### config.mk
export PLATFORM = sky130hd
export DESIGN_NAME = tdc_fine_decoder
export DESIGN_NICKNAME = d
export VERILOG_FILES = /design/src/rtl/tdcf_pkg.sv /design/src/rtl/tdcf_capture.sv /design/src/rtl/tdcf_popsum.sv /design/src/rtl/tdcf_scale.sv /design/src/rtl/tdc_fine_decoder.sv
export SDC_FILE = /design/constraint.sdc
export NUM_CORES = 1
export LEC_CHECK = 0
export ABC_AREA = 0
export BUFFER_PORTS_ARGS = -buffer_cell sky130_fd_sc_hd__buf_2
export CAP_MARGIN = 0
export CORE_MARGIN = 10
export CORE_UTILIZATION = 50
export CTS_CLUSTER_DIAMETER = 80
export CTS_CLUSTER_SIZE = 40
export DETAILED_ROUTE_END_ITERATION = 8
export GPL_ROUTABILITY_DRIVEN = 0
export PLACE_DENSITY = 0.76
export SYNTH_ARGS = -nofsm -noshare
export SYNTH_HDL_FRONTEND = slang
export SYNTH_HIERARCHICAL = 1
export SYNTH_SLANG_ARGS = --single-unit
### constraint.sdc
create_clock -name clk -period 5.5 [get_ports clk]
set_input_delay 0.275 -clock clk [delete_from_list [all_inputs] [get_ports clk]]
set_output_delay 0.275 -clock clk [all_outputs]
set_load 0.02 [all_outputs]
### src/rtl/tdcf_pkg.sv
package tdcf_pkg;

  // Occupancy class of a snapshot, decided in the summing stage.
  typedef enum logic [1:0] {
    HIT_NONE = 2'd0,
    HIT_PART = 2'd1,
    HIT_FULL = 2'd2
  } hit_e;

  // Number of taps in one reported step.
  localparam int unsigned GRP_TAPS = 4;

endpackage

### src/rtl/tdcf_capture.sv
module tdcf_capture #(
  parameter int NTAPS = 64
) (
  input  logic             clk,
  input  logic             rst_n,
  input  logic [NTAPS-1:0] taps_i,
  input  logic             arm_i,
  output logic [NTAPS-1:0] snap_o,
  output logic             arm_o
);

  logic [NTAPS-1:0] s1_q, s1_d, s2_q, s2_d;
  logic             a1_q, a1_d, a2_q, a2_d;

  always_comb begin
    s1_d = taps_i;
    s2_d = s1_q;
    a1_d = arm_i;
    a2_d = a1_q;
  end

  always_ff @(posedge clk or negedge rst_n) begin
    if (!rst_n) begin
      s1_q <= '0;
      s2_q <= '0;
      a1_q <= 1'b0;
      a2_q <= 1'b0;
    end else begin
      s1_q <= s1_d;
      s2_q <= s2_d;
      a1_q <= a1_d;
      a2_q <= a2_d;
    end
  end

  assign snap_o = s2_q;
  assign arm_o  = a2_q;

  AST_ARM_TRACK: assert property (@(posedge clk) disable iff (!rst_n)
    arm_o |-> $past(arm_i, 2));

endmodule

### src/rtl/tdcf_popsum.sv
module tdcf_popsum
  import tdcf_pkg::*;
#(
  parameter int NTAPS = 64
) (
  input  logic                       clk,
  input  logic                       rst_n,
  input  logic [NTAPS-1:0]           snap_i,
  input  logic                       arm_i,
  output logic [$clog2(NTAPS+1)-1:0] cnt_o,
  output hit_e                       hit_o,
  output logic                       arm_o
);

  localparam int NGRP  = NTAPS / GRP_TAPS;
  localparam int CNT_W = $clog2(NTAPS+1);
  localparam int GCW   = $clog2(GRP_TAPS+1);

  // Stage D1: per-group population counts
  logic [GCW-1:0] grp_d [NGRP];
  logic [GCW-1:0] grp_q [NGRP];
  logic           arm1_q;

  for (genvar g = 0; g < NGRP; g++) begin : g_grp
    always_comb begin
      grp_d[g] = '0;
      for (int b = 0; b < GRP_TAPS; b++) begin
        grp_d[g] = grp_d[g] + GCW'(snap_i[g*GRP_TAPS + b]);
      end
    end

    always_ff @(posedge clk or negedge rst_n) begin
      if (!rst_n) grp_q[g] <= '0;
      else        grp_q[g] <= grp_d[g];
    end
  end

  // Stage D2: total and occupancy class
  logic [CNT_W-1:0] sum_d, cnt_q;
  hit_e             hit_d, hit_q;
  logic             arm2_q;

  always_comb begin
    sum_d = '0;
    for (int g = 0; g < NGRP; g++) begin
      sum_d = sum_d + CNT_W'(grp_q[g]);
    end
    if (sum_d == '0)                 hit_d = HIT_NONE;
    else if (sum_d == CNT_W'(NTAPS)) hit_d = HIT_FULL;
    else                             hit_d = HIT_PART;
  end

  always_ff @(posedge clk or negedge rst_n) begin
    if (!rst_n) begin
      arm1_q <= 1'b0;
      arm2_q <= 1'b0;
      cnt_q  <= '0;
      hit_q  <= HIT_NONE;
    end else begin
      arm1_q <= arm_i;
      arm2_q <= arm1_q;
      cnt_q  <= sum_d;
      hit_q  <= hit_d;
    end
  end

  assign cnt_o = cnt_q;
  assign hit_o = hit_q;
  assign arm_o = arm2_q;

  AST_CLASS_LEGAL: assert property (@(posedge clk) disable iff (!rst_n)
    hit_o != 2'd3);

endmodule

### src/rtl/tdcf_scale.sv
module tdcf_scale
  import tdcf_pkg::*;
#(
  parameter int NTAPS    = 64,
  parameter int STEP_W   = 16,
  parameter int STEP_DEF = 53
) (
  input  logic                                          clk,
  input  logic                                          rst_n,
  input  logic [$clog2(NTAPS+1)-1:0]                    cnt_i,
  input  hit_e                                          hit_i,
  input  logic                                          arm_i,
  input  logic                                          step_we_i,
  input  logic [STEP_W-1:0]                             step_i,
  output logic [$clog2(NTAPS+1)-1:0]                    count_o,
  output logic [$clog2(NTAPS/GRP_TAPS+1)-1:0]           bin_o,
  output logic [$clog2(NTAPS/GRP_TAPS+1)+STEP_W-1:0]    time_o,
  output logic                                          valid_o,
  output logic                                          nohit_o,
  output logic                                          ovf_o
);

  localparam int NGRP   = NTAPS / GRP_TAPS;
  localparam int CNT_W  = $clog2(NTAPS+1);
  localparam int BIN_W  = $clog2(NGRP+1);
  localparam int TIME_W = BIN_W + STEP_W;

  // Step register with explicit load enable
  logic [STEP_W-1:0] step_q, step_d;
  logic              step_en;

  always_comb begin
    step_en = step_we_i;
    step_d  = step_i;
  end

  always_ff @(posedge clk or negedge rst_n) begin
    if (!rst_n)       step_q <= STEP_W'(STEP_DEF);
    else if (step_en) step_q <= step_d;
  end

  // Stage D3: rounding and scaling
  logic [CNT_W:0]    rnd;
  logic [BIN_W-1:0]  bin_d, bin_q;
  logic [TIME_W-1:0] time_d, time_q;
  logic [CNT_W-1:0]  cnt_q;
  logic              val_q, none_q, full_q;

  always_comb begin
    rnd    = {1'b0, cnt_i} + (CNT_W+1)'(GRP_TAPS/2);
    bin_d  = BIN_W'(rnd / (CNT_W+1)'(GRP_TAPS));
    time_d = TIME_W'(bin_d) * TIME_W'(step_q);
  end

  always_ff @(posedge clk or negedge rst_n) begin
    if (!rst_n) begin
      cnt_q  <= '0;
      bin_q  <= '0;
      time_q <= '0;
      val_q  <= 1'b0;
      none_q <= 1'b0;
      full_q <= 1'b0;
    end else begin
      cnt_q  <= cnt_i;
      bin_q  <= bin_d;
      time_q <= time_d;
      val_q  <= arm_i;
      none_q <= (hit_i == HIT_NONE);
      full_q <= (hit_i == HIT_FULL);
    end
  end

  assign count_o = cnt_q;
  assign bin_o   = bin_q;
  assign time_o  = time_q;
  assign valid_o = val_q;
  assign nohit_o = none_q;
  assign ovf_o   = full_q;

  AST_STEP_HOLD: assert property (@(posedge clk) disable iff (!rst_n)
    !step_we_i |=> $stable(step_q));
  AST_TIME_ZERO_BIN: assert property (@(posedge clk) disable iff (!rst_n)
    (bin_o == '0) |-> (time_o == '0));
  AST_BIN_BOUND: assert property (@(posedge clk) disable iff (!rst_n)
    bin_o <= BIN_W'(NGRP));

endmodule

### src/rtl/tdc_fine_decoder.sv
module tdc_fine_decoder
  import tdcf_pkg::*;
#(
  parameter int NTAPS    = 64,
  parameter int STEP_W   = 16,
  parameter int STEP_DEF = 53
) (
  input  logic                                        clk,
  input  logic                                        rst_n,
  input  logic [NTAPS-1:0]                            taps_i,
  input  logic                                        arm_i,
  input  logic                                        step_we_i,
  input  logic [STEP_W-1:0]                           step_i,
  output logic [$clog2(NTAPS+1)-1:0]                  count_o,
  output logic [$clog2(NTAPS/4+1)-1:0]                bin_o,
  output logic [$clog2(NTAPS/4+1)+STEP_W-1:0]         time_o,
  output logic                                        valid_o,
  output logic                                        nohit_o,
  output logic                                        ovf_o
);

  localparam int NGRP  = NTAPS / GRP_TAPS;
  localparam int CNT_W = $clog2(NTAPS+1);
  localparam int BIN_W = $clog2(NGRP+1);

  if ((NTAPS % GRP_TAPS) != 0 || NTAPS < GRP_TAPS) begin : g_bad_taps
    $error("NTAPS must be a non-zero multiple of the group size");
  end

  logic [NTAPS-1:0] snap;
  logic             arm_cap, arm_sum;
  logic [CNT_W-1:0] cnt_sum;
  hit_e             hit_sum;

  tdcf_capture #(.NTAPS(NTAPS)) u_capture (
    .clk    (clk),
    .rst_n  (rst_n),
    .taps_i (taps_i),
    .arm_i  (arm_i),
    .snap_o (snap),
    .arm_o  (arm_cap)
  );

  tdcf_popsum #(.NTAPS(NTAPS)) u_popsum (
    .clk    (clk),
    .rst_n  (rst_n),
    .snap_i (snap),
    .arm_i  (arm_cap),
    .cnt_o  (cnt_sum),
    .hit_o  (hit_sum),
    .arm_o  (arm_sum)
  );

  tdcf_scale #(
    .NTAPS    (NTAPS),
    .STEP_W   (STEP_W),
    .STEP_DEF (STEP_DEF)
  ) u_scale (
    .clk       (clk),
    .rst_n     (rst_n),
    .cnt_i     (cnt_sum),
    .hit_i     (hit_sum),
    .arm_i     (arm_sum),
    .step_we_i (step_we_i),
    .step_i    (step_i),
    .count_o   (count_o),
    .bin_o     (bin_o),
    .time_o    (time_o),
    .valid_o   (valid_o),
    .nohit_o   (nohit_o),
    .ovf_o     (ovf_o)
  );

  AST_COUNT_BOUND: assert property (@(posedge clk) disable iff (!rst_n)
    count_o <= CNT_W'(NTAPS));
  AST_NOHIT_ZERO: assert property (@(posedge clk) disable iff (!rst_n)
    nohit_o |-> (count_o == '0 && bin_o == '0 && time_o == '0));
  AST_OVF_FULL: assert property (@(posedge clk) disable iff (!rst_n)
    ovf_o |-> (count_o == CNT_W'(NTAPS) && bin_o == BIN_W'(NGRP)));
  AST_VALID_ARM: assert property (@(posedge clk) disable iff (!rst_n)
    valid_o |-> $past(arm_i, 5));

endmodule

==> impl_metrics.yaml, run 1 <==
outcome:
  status: "finished, final reports clean"
min_path:
  hold_end: "u_scale/step_q[1]$_DFFE_PN0P_"
  hold_start: "step_i[1]"
  hold_class: "in -> reg"
  hold_depth: 2
worst_setup_path:
  path_buf_inv: 4
  r2r-end: "u_popsum/hit_o[0]$_DFF_PN0_"
  crit_family: "adder cells"
  r2r_cells: 14
  crit_top_cell: "fa_1"
  ff2ff_setup_slack_ns: 0.22
  timing.rr.start: "u_popsum/grp_q[20]$_DFF_PN0_"
  cp-end-kind: "register"
  arrival_ns: 5.63
  cp_max_fo: 2
  critPathLaunchType: "register"
  cp_slowest_stage_delay_ns: 0.55
  slowest_stage: "fa_1"
  crit_chain: "fa_1, inv_1, fa_1, inv_1, fa_1, fa_1, fa_1, inv_1, fa_1, inv_1, fa_1, xor2_1, or4_4, or3_1"
  critPathRequiredTime_ns: 5.85
  path_class: "reg -> reg"
timing:
  fmax_mhz: 189
  slew_headroom_pct: 29.0
  setup_violations: 0
  worst_slew_pin_slew_ns: 1.06
  hold_viol: 0
  fin_tns_setup_ns: 0
  rsz0062_at_grt: "false"
  drv_slew: 0
  fin_crit_sh_pct: 96.0
  period_minus_slack_ns: 5.28
  clock_skew_ns: 0.0534
logic_synthesis:
  synth_cell_types: 45
  syn-num-nets: 1136
  synth_seq_cells: 241
  yosysSeqAreaShare_pct: 53.1
  yosysTopAreaCell: "dfrtp_1"
  synth_area_leaders: "dfrtp_1 (52%), fa_1 (17%), ha_1 (8.8%)"
  synth_edf_count: 0
  yosys_most_used_dff: "dfrtp_1"
  synth_top_area_share_pct: 52.2
  ys.warnings.count: 6
  async_reset_ff_share_pct: 100
  synthCells: 875
  synth.avg_cell_area_um2: 13.0
  syn-cell-area_um2: 11400
die:
  die_area_um2: 29100
  rows: 55
  io-pin-count: 120
  core_region_area_um2: 22500
  initial_core_util_pct: 50.5
  die_w_um: 171
  dieHeight_um: 171
global_route:
  grt_pass1_vias: 7120
  track_usage_pct: 14.5
  grt_pass1_wl_um: 34400
  grt_start_max_net_pins: 127
  antenna_found_initial: 1
  grt.overflow.total: 0
route:
  drc: 0
  drtIter0Drc: 274
  wl_per_cell_um: 14.5
  via_count: 6345
  wl_um: 19700
  viasPerCell: 4.66
  postRouteAntennaNets: 0
  firstDrtPassIters: 4
layout:
  layout_commonest_cell: "dfrtp_1"
  fill_cells: 1714
  drive_gt1_share_pct: 16.8
  mostFrequentLayoutCells: "dfrtp_1 (237), inv_1 (210), buf_2 (118)"
  nets: 1330
  syn_to_final_growth_pct: 19.2
cts:
  clock_latency_ns: 0.52
  cts_setup_buffers: 0
  cts_tree: "yes"
  cts_root_buffer: "clkbuf_16"
  htreeDepth: 1
  cts_max_path_buffers: 3
  path_clk_slew_ns: 0.13
  cts.sinks: 241
  cts_inserted_buffers: 14
place:
  post-dp-hpwl_um: 14000
  placement.io_buffers: 119
job:
  maxCapViolations: 0
==> metal layers <==
metal  global-route usage, %  vias to the layer above  part of all wire, %
met1                    17.9                     3167                   41
met5                       0                        -                    0
met2                    25.3                      139                   51
met4                    3.47                        0                  2.1
met3                    3.13                       25                  5.7
li1                        -                     3014                    -
==> per-stage QoR <==
stage	hold WS, ns	utilization [%]	worst slack [ns]	cell area [um2]	instances
finish	0.0382	60.2	0.220	13500	1363
floorplan	-0.0206	-	0.445	11400	875
global route	0.0278	60.2	0.0384	13500	1363
CTS	0.0132	60.1	0.150	13500	1362
global placement	0.332	54.7	0.357	12300	1269
detailed placement	0.335	54.7	0.218	12300	1269
==> sequential cells by signal, summed over array words and instances (netlist names), 2 cells and up <==
register and cells:
u_scale/count_o 7, u_popsum/grp_q 48, u_scale/time_o 21, u_scale/bin_o 5, u_capture/snap_o 64, u_capture/s1_q 64
u_popsum/hit_o 2, u_scale/step_q 16, u_popsum/cnt_o 7
==> Yosys cell counts, types with 4 or more instances <==
cell / instances
mux2_2: 16
clkbuf_1: 8
nand2_1: 32
o21ai_0: 8
nand3_1: 10
fa_1: 97
xnor2_1: 17
a31oi_1: 6
ha_1: 80
inv_1: 210
dfstp_2: 4
and2_1: 60
dfrtp_1: 237
a21oi_1: 16
nor2_1: 11
xor2_1: 7
buf_2: 6
a21o_1: 7
nor2b_1: 4
==> worst max path at each step <==
stage,depth (start not counted),startpoint,slack (ns),endpoint
after floorplan,14,u_popsum/grp_q[20]$_DFF_PN0_,0.44,u_popsum/hit_o[0]$_DFF_PN0_
after global placement,14,u_popsum/grp_q[2]$_DFF_PN0_,0.36,u_popsum/hit_o[0]$_DFF_PN0_
after detailed placement,14,u_popsum/grp_q[20]$_DFF_PN0_,0.22,u_popsum/hit_o[0]$_DFF_PN0_
after CTS,14,u_popsum/grp_q[20]$_DFF_PN0_,0.15,u_popsum/hit_o[0]$_DFF_PN0_
after global routing,14,u_popsum/grp_q[2]$_DFF_PN0_,0.04,u_popsum/hit_o[0]$_DFF_PN0_
final,14,u_popsum/grp_q[20]$_DFF_PN0_,0.22,u_popsum/hit_o[0]$_DFF_PN0_
==> timing repair <==
| item | CTS | global route |
|---|---|---|
| hold buffers | 69 | 0 |
| gates resized for setup | 0 | 2 |
| hold endpoints to repair | 179 | 0 |
| endpoints found under the setup margin | 0 | 1 |
==> final cells by class <==
type,instances,area (um2),area share [%]
Inverter,210,788,5.82
Clock buffer,15,375,2.77
Antenna cell,1,2.50,0.0185
Sequential cell,241,6040,44.6
Multi-Input combinational cell,410,4480,33.1
Tap cell,285,357,2.63
Clock inverter,9,154,1.14
Timing Repair Buffer,192,1340,9.89
==> kinds of logic (layout without fill, tap and decap cells) <==
group           after synthesis  in the layout  share of synthesized area, %
compound gates               54             54                          3.18
simple gates                138            138                          6.73
xor+xnor                     25             25                          1.99
buf+inv                     224            426                          7.47
other cells                   0              1                             0
mux                          16             16                          1.59
flops                       241            241                          53.1
fa+ha+maj                   177            177                          25.9
Power of run 1 is left out: the tool's default activity adds up to more than one toggle a clock period on the data nets, which glitch-free logic cannot reach.
==> run 2, diff against run 1 <==
--- a/config.mk
+++ b/config.mk
@@ -8,13 +8,15 @@
 export ABC_AREA = 0
 export BUFFER_PORTS_ARGS = -buffer_cell sky130_fd_sc_hd__buf_2
 export CAP_MARGIN = 0
+export CELL_PAD_IN_SITES_DETAIL_PLACEMENT = 0
+export CELL_PAD_IN_SITES_GLOBAL_PLACEMENT = 1
 export CORE_MARGIN = 10
-export CORE_UTILIZATION = 50
+export CORE_UTILIZATION = 48
 export CTS_CLUSTER_DIAMETER = 80
 export CTS_CLUSTER_SIZE = 40
 export DETAILED_ROUTE_END_ITERATION = 8
 export GPL_ROUTABILITY_DRIVEN = 0
-export PLACE_DENSITY = 0.76
+export PLACE_DENSITY = 0.85
 export SYNTH_ARGS = -nofsm -noshare
 export SYNTH_HDL_FRONTEND = slang
 export SYNTH_HIERARCHICAL = 1
==> run 2 against run 1 <==
Sequential share of layout area is 0.29 points higher. Cell count increased by 2.1%. Setup slack improved by 0.074 ns. Wire length down 5.2%. First-iteration DRC count down 27%. Global-route usage is 1.6 points lower. Clock skew fell by 0.0099 ns. Highest routed layer unchanged. Via count shrank 2.3%. Die area increased by 3.7%.
==> impl_metrics.yaml, run 2 (synthesized netlist as in run 1, its figures left out) <==
outcome:
  status: "finished, final reports clean"
worst_setup_path:
  ff2ff_setup_slack_ns: 0.29
  crit_top_cell: "fa_1"
  r2r-end: "u_popsum/hit_o[0]$_DFF_PN0_"
  timing.rr.start: "u_popsum/grp_q[2]$_DFF_PN0_"
  path_class: "reg -> reg"
  crit_chain: "inv_1, fa_1, inv_1, fa_1, fa_1, fa_1, fa_1, inv_1, fa_1, inv_1, fa_1, xor2_1, or4_4, or3_1"
  cp_slowest_stage_delay_ns: 0.54
  cp_max_fo: 2
  critPathLaunchType: "register"
  cp-end-kind: "register"
  slowest_stage: "fa_1"
  r2r_cells: 14
  arrival_ns: 5.55
  critPathRequiredTime_ns: 5.85
timing:
  drv_slew: 0
  setup_violations: 0
  fmax_mhz: 192
  worst_slew_pin_slew_ns: 1.14
  rsz0062_at_grt: "false"
  slew_headroom_pct: 23.7
  layout_setup_ws_ns: 0.294
  fin_tns_setup_ns: 0
  fin_crit_sh_pct: 94.7
  period_minus_slack_ns: 5.21
  hold_viol: 0
  clock_skew_ns: 0.0435
min_path:
  hold_class: "in -> reg"
  hold_depth: 2
  hold_end: "u_scale/step_q[7]$_DFFE_PN0P_"
  hold_start: "step_i[7]"
layout:
  n_antenna_cell: 0
  nets: 1328
  mostFrequentLayoutCells: "dfrtp_1 (237), inv_1 (210), buf_2 (118)"
  drive_gt1_share_pct: 16.3
  fill_cells: 1913
  syn_to_final_growth_pct: 18.4
  layout_commonest_cell: "dfrtp_1"
die:
  io-pin-count: 120
  dieHeight_um: 174
  die_w_um: 174
  die_area_um2: 30200
  rows: 56
  core_region_area_um2: 23400
  initial_core_util_pct: 48.5
global_route:
  track_usage_pct: 12.8
  antenna_found_initial: 0
  grt.overflow.total: 0
  grt_pass1_wl_um: 32800
  grt_start_max_net_pins: 141
  grt_pass1_vias: 6834
route:
  drc: 0
  viasPerCell: 4.46
  firstDrtPassIters: 4
  postRouteAntennaNets: 0
  wl_per_cell_um: 13.4
  via_count: 6197
  wl_um: 18700
  drtIter0Drc: 200
cts:
  cts_root_buffer: "clkbuf_16"
  cts_tree: "yes"
  ctsResizeCount: 0
  cts_max_path_buffers: 3
  clock_latency_ns: 0.50
  cts.sinks: 241
  cts_inserted_buffers: 13
  path_clk_slew_ns: 0.13
  htreeDepth: 1
place:
  post-dp-hpwl_um: 13800
  placement.io_buffers: 119
  pre_cts_ws_ns: 0.320
job:
  maxCapViolations: 0
==> run 2: metrics by stage <==
stage | cells | area, um2 | hold WS, ns | util [%]
6_report | 1391 | 13400 | 0.0193 | 57.5
2_1_floorplan | 875 | 11400 | -0.0206 | -
3_5_place_dp | 1303 | 12300 | 0.335 | 52.8
3_3_place_gp | 1303 | 12300 | 0.329 | 52.8
4_1_cts | 1391 | 13400 | 0.00464 | 57.5
5_1_grt | 1391 | 13400 | 0.0120 | 57.5
==> run 2: metal layers <==
metal / global-route usage, % / vias to the layer above / routed length, um
met4: 2.96 / 0 / 410
met1: 16.2 / 3036 / 8160
met2: 22.1 / 130 / 9160
met3: 2.88 / 22 / 975
met5: 0 / - / 0
li1: - / 3009 / -
==> run 2: how the worst max path moves through the flow <==
stage,to,startpoint,slack [ns]
5_1_grt,u_popsum/hit_o[0]$_DFF_PN0_,u_popsum/grp_q[5]$_DFF_PN0_,0.05
2_1_floorplan,u_popsum/hit_o[0]$_DFF_PN0_,u_popsum/grp_q[20]$_DFF_PN0_,0.44
3_3_place_gp,u_popsum/hit_o[0]$_DFF_PN0_,u_popsum/grp_q[2]$_DFF_PN0_,0.35
4_1_cts,u_popsum/hit_o[0]$_DFF_PN0_,u_popsum/grp_q[20]$_DFF_PN0_,0.25
6_report,u_popsum/hit_o[0]$_DFF_PN0_,u_popsum/grp_q[2]$_DFF_PN0_,0.29
3_5_place_dp,u_popsum/hit_o[0]$_DFF_PN0_,u_popsum/grp_q[20]$_DFF_PN0_,0.32
==> run 2: repair_timing <==
| item | in CTS | in global routing |
|---|---|---|
| endpoints found under the hold margin | 168 | 0 |
| buffers inserted | 0 | 0 |
| hold buffers | 68 | 0 |
==> run 2: final cells by class <==
cell class | instances | area [um2] | share of cell area (%)
clock inverters | 6 | 82.6 | 0.614
clock buffers | 14 | 339 | 2.52
well taps | 319 | 399 | 2.97
repair buffers | 191 | 1330 | 9.88
flip-flops and latches | 241 | 6040 | 44.9
inverters | 210 | 788 | 5.86
multi-input cells | 410 | 4480 | 33.3
==> run 2: critical path, delay by kind of cell (launching register included) <==
family | cells | cell delay, ns
xor+xnor | 1 | 0.17
fa+ha+maj | 7 | 3.58
buf+inv | 4 | 0.22
flops | 1 | 0.34
simple gates | 2 | 0.74
Power of run 2 is left out for the same reason.
==> run 3, diff against run 2 <==
--- a/config.mk
+++ b/config.mk
@@ -16,7 +16,7 @@
 export CTS_CLUSTER_SIZE = 40
 export DETAILED_ROUTE_END_ITERATION = 8
 export GPL_ROUTABILITY_DRIVEN = 0
-export PLACE_DENSITY = 0.85
+export PLACE_DENSITY_LB_ADDON = 0.08
 export SYNTH_ARGS = -nofsm -noshare
 export SYNTH_HDL_FRONTEND = slang
 export SYNTH_HIERARCHICAL = 1
==> run 3 against run 2 <==
Cell count increased by 0.36%. Sequential cell count unchanged. Sequential share of layout area down 0.32 points. Maximum frequency barely moved. Setup slack got worse by 0.0049 ns. First-iteration DRC count is 10% higher. Clock skew fell by 0.021 ns. Critical path type unchanged.
==> impl_metrics.yaml, run 3 (synthesized netlist as in run 1, its figures left out) <==
global_route:
  antenna_found_initial: 0
  grt_start_max_net_pins: 164
  grt.overflow.total: 0
  grt_pass1_vias: 7022
  track_usage_pct: 13.1
  grt_pass1_wl_um: 33100
cts:
  cts_max_path_buffers: 3
  path_clk_slew_ns: 0.12
  cts_inserted_buffers: 13
  htreeDepth: 1
  ctsResizeCount: 0
  cts_tree: "yes"
  cts_setup_buffers: 0
  cts_root_buffer: "clkbuf_16"
  hold_buffers: 72
  clock_latency_ns: 0.51
  cts.sinks: 241
place:
  pre_cts_ws_ns: 0.299
  placement.io_buffers: 119
  post-dp-hpwl_um: 14000
layout:
  mostFrequentLayoutCells: "dfrtp_1 (237), inv_1 (210), buf_2 (118)"
  nets: 1333
  drive_gt1_share_pct: 16.3
  layout_commonest_cell: "dfrtp_1"
  syn_to_final_growth_pct: 19.2
  n_antenna_cell: 0
  fill_cells: 2015
route:
  drc: 0
  drtIter0Drc: 220
  wl_per_cell_um: 13.4
  via_count: 6241
  viasPerCell: 4.47
  wl_um: 18700
  firstDrtPassIters: 4
  postRouteAntennaNets: 0
die:
  die_area_um2: 30200
  rows: 56
  die_w_um: 174
  dieHeight_um: 174
  core_region_area_um2: 23400
  initial_core_util_pct: 48.5
  io-pin-count: 120
worst_setup_path:
  path_class: "reg -> reg"
  critPathLaunchType: "register"
  cp_max_fo: 2
  arrival_ns: 5.59
  cp-end-kind: "register"
  critPathRequiredTime_ns: 5.88
timing:
  slew_headroom_pct: 43.4
  clock_skew_ns: 0.0221
  hold_viol: 0
  drv_slew: 0
  period_minus_slack_ns: 5.21
  setup_violations: 0
  worst_slew_pin_slew_ns: 0.848
  rsz0062_at_grt: "false"
  fin_crit_sh_pct: 94.7
  fmax_mhz: 192
  fin_tns_setup_ns: 0
  layout_setup_ws_ns: 0.289
outcome:
  status: "finished, final reports clean"
min_path:
  hold_class: "in -> reg"
job:
  maxCapViolations: 0
==> run 3: cell count changes in the layout (fill, tap and decap cells not counted), sizes merged <==
cell / change
clkbuf: -1
buf: +1
dlygate4sd3: +4
clkinv: +1
==> run 3: through the flow <==
| stage | std cells | hold WS [ns] | instance area (um2) | util, % |
|---|---|---|---|---|
| 2_1_floorplan | 875 | -0.0206 | 11400 | - |
| 3_3_place_gp | 1304 | 0.289 | 12400 | 52.8 |
| 3_5_place_dp | 1304 | 0.292 | 12400 | 52.8 |
| 4_1_cts | 1396 | 0.0129 | 13500 | 57.9 |
| 5_1_grt | 1396 | 0.0285 | 13500 | 57.9 |
| 6_report | 1396 | 0.0269 | 13500 | 57.9 |
==> run 3: cell type report <==
type,instances,area [um2],share of cell area (%)
sequential,241,6040,44.6
multi-input combinational,410,4480,33.0
timing repair buffer,196,1380,10.2
inverter,210,788,5.82
tap,319,399,2.95
clock buffer,13,325,2.40
clock inverter,7,144,1.06
==> run 3: layer usage <==
| metal | track usage, % | share of wire [%] | vias to the layer above |
|---|---|---|---|
| met3 | 2.79 | 4.3 | 21 |
| met4 | 2.89 | 1.8 | 0 |
| met2 | 22.8 | 50 | 96 |
| met1 | 16.3 | 44 | 3107 |
| li1 | - | - | 3017 |
| met5 | 0 | 0 | - |
==> run 3: worst paths after layout <==
check	from	endpoint	slack, ns	depth (start not counted)
min	step_i[1]	u_scale/step_q[1]$_DFFE_PN0P_	0.03	2
min in group asynchronous	rst_n	u_capture/s1_q[49]$_DFF_PN0_	0.34	2
max reg2reg	u_popsum/grp_q[2]$_DFF_PN0_	u_popsum/hit_o[0]$_DFF_PN0_	0.29	14
max in group asynchronous	rst_n	u_popsum/grp_q[34]$_DFF_PN0_	3.97	3
max	u_popsum/grp_q[2]$_DFF_PN0_	u_popsum/hit_o[0]$_DFF_PN0_	0.29	14
min reg2reg	u_capture/a1_q$_DFF_PN0_	u_capture/arm_o$_DFF_PN0_	0.36	0
==> run 3: worst max-delay path: stages (launching register included) <==
cell	delay (ns)
dfrtp_1	0.34
inv_1	0.05
fa_1	0.54
inv_1	0.06
fa_1	0.51
fa_1	0.52
fa_1	0.51
fa_1	0.54
inv_1	0.05
fa_1	0.53
inv_1	0.07
fa_1	0.45
xor2_1	0.17
or4_4	0.43
or3_1	0.32
Power of run 3 is left out for the same reason.
